<file path="config.mk">
export PLATFORM = sky130hd
export DESIGN_NAME = bank_select_unit
export DESIGN_NICKNAME = d
export VERILOG_FILES = /design/src/rtl/bsu_pkg.sv /design/src/rtl/bank_addr_decode.sv /design/src/rtl/bank_io_regs.sv /design/src/rtl/bank_err_detect.sv /design/src/rtl/bank_irq_notifier.sv /design/src/rtl/bank_select_unit.sv
export SDC_FILE = /design/constraint.sdc
export NUM_CORES = 1
export LEC_CHECK = 0
export ABC_AREA = 1
export CORE_ASPECT_RATIO = 1.4
export CORE_MARGIN = 5
export CORE_UTILIZATION = 44
export DETAILED_ROUTE_END_ITERATION = 7
export GPL_ROUTABILITY_DRIVEN = 0
export HOLD_SLACK_MARGIN = 0.05
export PLACE_DENSITY = 0.88
export SLEW_MARGIN = 20
export SYNTH_ARGS = -nofsm -noshare
export SYNTH_HDL_FRONTEND = slang
export SYNTH_HIERARCHICAL = 1
export SYNTH_SLANG_ARGS = --single-unit
</file>
<file path="constraint.sdc">
create_clock -name clk -period 8.5 [get_ports clk]
set_clock_uncertainty 0.15 [all_clocks]
set_input_delay 2.55 -clock clk [delete_from_list [all_inputs] [get_ports clk]]
set_output_delay 2.55 -clock clk [all_outputs]
set_load 0.005 [all_outputs]
</file>
<file path="src/rtl/bsu_pkg.sv">
package bsu_pkg;
  localparam int ADDR_W = 16;
  localparam int DATA_W = 16;
  localparam int BANK_W = 5;
  localparam int OFF_W  = ADDR_W - BANK_W;
  localparam int NBANKS = 1 << BANK_W;
  localparam int TAG_W  = 8;

  localparam logic [TAG_W-1:0] EVT_TAG = 8'h80;

  localparam int RAM_LO  = 0;
  localparam int RAM_HI  = 7;
  localparam int IO_BANK = 18;
  localparam int FNT_LO  = 20;
  localparam int FNT_HI  = 21;
  localparam int TXT_LO  = 22;
  localparam int TXT_HI  = 23;
  localparam int VID_LO  = 24;
  localparam int VID_HI  = 29;

  localparam logic [ADDR_W-1:0] LED_ADDR = 16'h9000;
  localparam logic [ADDR_W-1:0] SW_ADDR  = 16'h9001;

  typedef enum logic [1:0] {
    NT_IDLE = 2'd0,
    NT_WAIT = 2'd1,
    NT_REC1 = 2'd2,
    NT_REC2 = 2'd3
  } notif_state_t;

  function automatic bit bank_populated(input int b);
    return (b >= RAM_LO && b <= RAM_HI) || (b == IO_BANK) ||
           (b >= FNT_LO && b <= FNT_HI) || (b >= TXT_LO && b <= TXT_HI) ||
           (b >= VID_LO && b <= VID_HI);
  endfunction
endpackage

</file>
<file path="src/rtl/bank_addr_decode.sv">
module bank_addr_decode #(
  parameter int ADDR_W = bsu_pkg::ADDR_W,
  parameter int BANK_W = bsu_pkg::BANK_W,
  localparam int OFF_W  = ADDR_W - BANK_W,
  localparam int NBANKS = 1 << BANK_W
) (
  input  logic              cmd,
  input  logic [ADDR_W-1:0] addr,
  output logic [NBANKS-1:0] cs,
  output logic [OFF_W-1:0]  off,
  output logic              any_cs
);
  logic [BANK_W-1:0] bank_id;

  assign bank_id = addr[ADDR_W-1:OFF_W];
  assign off     = addr[OFF_W-1:0];

  for (genvar g = 0; g < NBANKS; g++) begin : g_cs
    if (bsu_pkg::bank_populated(g)) begin : g_pop
      assign cs[g] = cmd && (bank_id == BANK_W'(g));
    end else begin : g_hole
      assign cs[g] = 1'b0;
    end
  end

  assign any_cs = |cs;
endmodule

</file>
<file path="src/rtl/bank_io_regs.sv">
module bank_io_regs #(
  parameter int ADDR_W = bsu_pkg::ADDR_W,
  parameter int DATA_W = bsu_pkg::DATA_W,
  parameter int LED_W  = 8,
  parameter int SW_W   = 8
) (
  input  logic              clk,
  input  logic              rst_n,
  input  logic              cmd,
  input  logic              we,
  input  logic [ADDR_W-1:0] addr,
  input  logic [LED_W-1:0]  wdata_lo,
  input  logic [SW_W-1:0]   switches,
  output logic [LED_W-1:0]  leds,
  output logic [DATA_W-1:0] io_rdata
);
  logic             led_en;
  logic [LED_W-1:0] led_d;
  logic [LED_W-1:0] led_q;

  always_comb begin
    led_en = cmd && we && (addr == bsu_pkg::LED_ADDR);
    led_d  = led_en ? wdata_lo : led_q;
  end

  always_ff @(posedge clk or negedge rst_n) begin
    if (!rst_n) led_q <= '0;
    else        led_q <= led_d;
  end

  always_comb begin
    if (addr == bsu_pkg::SW_ADDR) io_rdata = DATA_W'(switches);
    else                          io_rdata = '0;
  end

  assign leds = led_q;
endmodule

</file>
<file path="src/rtl/bank_err_detect.sv">
module bank_err_detect #(
  parameter int TAG_W = bsu_pkg::TAG_W
) (
  input  logic             clk,
  input  logic             rst_n,
  input  logic             cmd,
  input  logic             any_cs,
  input  logic [TAG_W-1:0] addr_hi,
  output logic             err_pulse,
  output logic [TAG_W-1:0] err_byte
);
  logic             cmd_q;
  logic             err_d, err_q;
  logic [TAG_W-1:0] byte_d, byte_q;

  always_comb begin
    err_d  = cmd && !cmd_q && !any_cs;
    byte_d = err_d ? addr_hi : byte_q;
  end

  always_ff @(posedge clk or negedge rst_n) begin
    if (!rst_n) begin
      cmd_q  <= 1'b0;
      err_q  <= 1'b0;
      byte_q <= '0;
    end else begin
      cmd_q  <= cmd;
      err_q  <= err_d;
      byte_q <= byte_d;
    end
  end

  assign err_pulse = err_q;
  assign err_byte  = byte_q;
endmodule

</file>
<file path="src/rtl/bank_irq_notifier.sv">
module bank_irq_notifier #(
  parameter int TAG_W  = bsu_pkg::TAG_W,
  parameter int DATA_W = bsu_pkg::DATA_W
) (
  input  logic              clk,
  input  logic              rst_n,
  input  logic              err_pulse,
  input  logic [TAG_W-1:0]  err_byte,
  input  logic              ack,
  output logic              req,
  output logic [DATA_W-1:0] evt
);
  import bsu_pkg::*;

  notif_state_t      st_q, st_d;
  logic              req_q, req_d;
  logic [DATA_W-1:0] evt_q, evt_d;

  always_comb begin
    st_d  = st_q;
    req_d = req_q;
    evt_d = evt_q;
    unique case (st_q)
      NT_IDLE: if (err_pulse) begin
        req_d = 1'b1;
        evt_d = DATA_W'({EVT_TAG, err_byte});
        st_d  = NT_WAIT;
      end
      NT_WAIT: if (req_q && ack) begin
        req_d = 1'b0;
        st_d  = NT_REC1;
      end
      NT_REC1: st_d = NT_REC2;
      NT_REC2: st_d = NT_IDLE;
      default: st_d = NT_IDLE;
    endcase
  end

  always_ff @(posedge clk or negedge rst_n) begin
    if (!rst_n) begin
      st_q  <= NT_IDLE;
      req_q <= 1'b0;
      evt_q <= '0;
    end else begin
      st_q  <= st_d;
      req_q <= req_d;
      evt_q <= evt_d;
    end
  end

  assign req = req_q;
  assign evt = evt_q;
endmodule

</file>
<file path="src/rtl/bank_select_unit.sv">
module bank_select_unit #(
  parameter int ADDR_W = bsu_pkg::ADDR_W,
  parameter int DATA_W = bsu_pkg::DATA_W,
  parameter int BANK_W = bsu_pkg::BANK_W,
  parameter int LED_W  = 8,
  parameter int SW_W   = 8,
  localparam int OFF_W  = ADDR_W - BANK_W,
  localparam int NBANKS = 1 << BANK_W,
  localparam int TAG_W  = bsu_pkg::TAG_W
) (
  input  logic              clk,
  input  logic              rst_n,
  input  logic              cmd,
  input  logic              we,
  input  logic [ADDR_W-1:0] addr,
  input  logic [DATA_W-1:0] wdata,
  input  logic [DATA_W-1:0] mem_rdata,
  input  logic [SW_W-1:0]   switches,
  input  logic              int_ack,
  output logic [DATA_W-1:0] rdata,
  output logic [NBANKS-1:0] bank_cs,
  output logic [OFF_W-1:0]  bank_off,
  output logic [LED_W-1:0]  leds,
  output logic              int_req,
  output logic [DATA_W-1:0] int_event
);
  logic              any_cs;
  logic              err_pulse;
  logic [TAG_W-1:0]  err_byte;
  logic [DATA_W-1:0] io_rdata;
  logic              mem_sel;

  bank_addr_decode #(.ADDR_W(ADDR_W), .BANK_W(BANK_W)) u_dec (
    .cmd(cmd), .addr(addr), .cs(bank_cs), .off(bank_off), .any_cs(any_cs)
  );

  bank_io_regs #(.ADDR_W(ADDR_W), .DATA_W(DATA_W), .LED_W(LED_W), .SW_W(SW_W)) u_io (
    .clk(clk), .rst_n(rst_n), .cmd(cmd), .we(we), .addr(addr),
    .wdata_lo(wdata[LED_W-1:0]), .switches(switches), .leds(leds), .io_rdata(io_rdata)
  );

  bank_err_detect #(.TAG_W(TAG_W)) u_err (
    .clk(clk), .rst_n(rst_n), .cmd(cmd), .any_cs(any_cs),
    .addr_hi(addr[ADDR_W-1:ADDR_W-TAG_W]), .err_pulse(err_pulse), .err_byte(err_byte)
  );

  bank_irq_notifier #(.TAG_W(TAG_W), .DATA_W(DATA_W)) u_irq (
    .clk(clk), .rst_n(rst_n), .err_pulse(err_pulse), .err_byte(err_byte),
    .ack(int_ack), .req(int_req), .evt(int_event)
  );

  always_comb begin
    mem_sel = 1'b0;
    for (int b = 0; b < NBANKS; b++) begin
      if (b != bsu_pkg::IO_BANK && bank_cs[b]) mem_sel = 1'b1;
    end
  end

  always_comb begin
    if (int_ack)      rdata = int_event;
    else if (mem_sel) rdata = mem_rdata;
    else              rdata = io_rdata;
  end
endmodule

</file>
==> metrics.md <==
| Metric | Value |
|---|---|
| Status | completed |
| Setup violators final | 0 |
| Switching share of power | 0.342 |
| Register area share after synthesis | 0.269 |
| Worst r2r dst | u_irq/evt[6] |
| Post-synthesis adder-cell area fraction | 0.0179 |
| Commonest non-fill, non-tap cells in the layout | nand2_1 (122), clkdlybuf4s50_1 (116), inv_1 (55), nor2_1 (46), nand3_1 (31) |
| Top cell type's share of synthesized area | 0.269 |
| HP Class | register to register |
| DP Area | 3790 sq um |
| Leakage power | 1.98 nW |
| R2R Setup Slk | 7.00 ns |
| Synth Warn # | 6 |
| Critical path type | primary input to primary output |
| Synth Register Bits | 30 |
| R2r startpoint | u_irq/st_q[0] |
| Worst slew margin | 0.543 |
| Die Width | 77.3 microns |
| Max-cap violations | 0 |
| Critical path data required time | 5.80 ns |
| Drc violations | 0 |
| Post-synthesis instance total | 416 |
| HPWL Detailed | 6.00 mm |
| Post-CTS Setup Bufs | 0 |
| TritonCTS Buffers | 5 |
| CTS tree | done |
| Crit-path max FO | 16 |
| Final Hold Vio Count | 0 |
| Final Max Slew Viols | 0 |
| CTS H-tree lvls | 2 |
| Post-Layout Inst Area | 3880 sq um |
| Comb power frac | 0.437 |
| Worst Hold Depth | 2 |
| Hold path start | u_io/leds[7] |
| Synth Area in XOR/XNOR | 0 |
| GRT Util Overall | 0.183 |
| DR vias/cell | 4.69 |
| Fin crit share | 0.931 |
| Via Count | 2777 |
| Hold Path End | u_io/leds[7] |
| Mux cell area share after synthesis | 0 |
| Clock share of power | 0.201 |
| Clk slew on worst S/H paths | 0.06 ns |
| Setup Total Neg Slack | 0 ns |
| Number of enable flip-flop cells after synthesis | 0 |
| Number of library cell types mapped by synthesis | 25 |
| Initial antenna violation count | 0 |
| Ant. Diodes | 0 |
| Wire per inst | 12.4 microns |
| Routed WL | 7.32 mm |
| Int Power | 0.374 mW |
| Top FF cell, synth | dfrtp_1 |
| Hold WS | 0.321 ns |
| GRT overflow | 0 |
| Worst-Margin Slew | 0.684 ns |
| Minimum clock period | 7.91 ns |
| Clk buf depth | 2 |
| FF-to-FF path depth | 5 |
| Largest net degree at the start of global routing | 31 |
| CP Launch Type | primary input |
| P_sw | 0.195 mW |
| Synth top area cells | dfrtp_1 (27%), nand2_1 (16%), buf_4 (10%) |
| RSZ-0062 raised after global routing | false |
| Mapped Avg Cell Area | 6.70 sq um |
| IO Port Bufs | 116 |
| Arrival @ worst endpoint | 5.21 ns |
| Row count | 34 |
| Post-synthesis cell area | 2790 sq um |
| Initial Util | 0.449 |
| Synth Area in Compound Gates | 0.0431 |
| Crit. End Element | primary output |
| Combinational family with the most area after synthesis | simple AND/OR/NAND/NOR gates |
| Initial DRC Count | 147 |
| Maximum vdd ir drop | 0.0752 mV |
| Synth Area in Simple Gates | 0.455 |
| Vias in the first global route | 2752 |
| Final Net Count | 584 |
| ANT nets after route | 0 |
| Skew-Pair Late Insertion Delay | 0.28 ns |
| PD cells | 147 nW/um^2 |
| Most common cell after layout, fill and taps aside | nand2_1 |
| First-pass GRT wire length | 12.3 mm |
| Clock sink count | 30 |
| Root buf cell | clkbuf_8 |
| Hold_buf cts | 0 |
| Share of layout cells above drive strength 1 | 0.104 |
| Die Y | 104 microns |
| Area grow syn2layout | 39.1% |
| 1st-pass router iterations | 4 |
| Share of power burned in registers | 0.362 |
| Gates resized, CTS repair | 0 |
| Peak Freq | 0.126 GHz |
| I/O pin count | 145 |
| Top cell type by total area after synthesis | dfrtp_1 |
| Die area | 8050 sq um |
| Async SR Flop Fraction | 1.00 |
| Core area | 6210 sq um |
==> layout make-up <==
| cell class | instances | area [sq um] |
|---|---|---|
| Multi-Input combinational cell | 305 | 1540 |
| Timing Repair Buffer | 119 | 1180 |
| Clock buffer | 7 | 86.3 |
| Sequential cell | 30 | 751 |
| Clock inverter | 1 | 5.00 |
| Inverter | 58 | 220 |
| Fill cell | 548 | 2330 |
| Tap cell | 72 | 90.1 |
==> metrics by stage <==
| step | setup WS [ns] | utilization | instances | power, mW |
|---|---|---|---|---|
| floorplan | 2.04 | - | 441 | 0.343 |
| global placement | 0.668 | 0.610 | 584 | 0.445 |
| detailed placement | 0.606 | 0.610 | 584 | 0.458 |
| CTS | 0.599 | 0.625 | 592 | 0.575 |
| global route | 0.344 | 0.625 | 592 | 0.614 |
| finish | 0.591 | 0.625 | 592 | 0.568 |
==> worst max-delay path: stages <==
cell and delay, ns:
clkdlybuf4s50_1 0.61, inv_1 0.12, nand2_1 0.13, nor2_1 0.08
nand2_1 0.10, inv_1 0.07, nor2_1 0.10, nand2_1 0.06
nor2_2 0.11, nand2_2 0.22, nor2_8 0.34, nand2_1 0.10
nand3_1 0.10, nand2_1 0.06, clkdlybuf4s50_1 0.45
==> kinds of logic (layout without fill, tap and decap cells) <==
group,count (synthesis),in the layout
fa+ha+maj,4,4
simple gates,257,257
flops,30,30
buf+inv,106,185
other cells,3,28
compound gates,16,16
==> worst max path at each step <==
stage / from / to / slack (ns) / cells past startpoint
final: addr[14] / rdata[4] / 0.59 / 15
after global routing: addr[14] / rdata[4] / 0.34 / 15
after global placement: addr[14] / rdata[3] / 0.67 / 15
after floorplan: cmd / rdata[10] / 2.04 / 13
after detailed placement: addr[14] / rdata[4] / 0.61 / 15
after CTS: addr[14] / rdata[4] / 0.60 / 15
==> power by group through the flow <==
| stage | logic [mW] | registers (mW) | clock network [mW] |
|---|---|---|---|
| detailed placement | 0.249 | 0.209 | 0 |
| floorplan | 0.141 | 0.203 | 0 |
| CTS | 0.250 | 0.206 | 0.118 |
| finish | 0.249 | 0.206 | 0.114 |
| global placement | 0.239 | 0.206 | 0 |
| global route | 0.280 | 0.211 | 0.123 |
==> synthesized netlist by cell type (4+ instances only) <==
| cell | instances |
|---|---|
| o21bai_1 | 16 |
| nand4_1 | 16 |
| nor2_2 | 12 |
| inv_1 | 55 |
| nand2_4 | 6 |
| ha_1 | 4 |
| dfrtp_1 | 30 |
| buf_4 | 39 |
| nand3_1 | 31 |
| nand2_1 | 122 |
| nand2_2 | 14 |
| nor2_1 | 46 |
==> flip-flops by register name, summed over array words and instances, names as in the netlist <==
| signal | flops |
|---|---|
| u_err/err_pulse | 1 |
| u_irq/req | 1 |
| u_err/err_byte | 8 |
| u_io/leds | 8 |
| u_err/cmd_q | 1 |
| u_irq/evt | 9 |
| u_irq/st_q | 2 |
==> metal layers <==
| layer | track usage | routed length, microns | vias up |
|---|---|---|---|
| li1 | - | - | 1420 |
| met1 | 0.204 | 2880 | 1223 |
| met2 | 0.327 | 3730 | 124 |
| met3 | 0.0494 | 606 | 10 |
| met4 | 0.0627 | 105 | 0 |
| met5 | 0 | 0 | - |
Note: power is estimated with default switching activity, not from simulation.
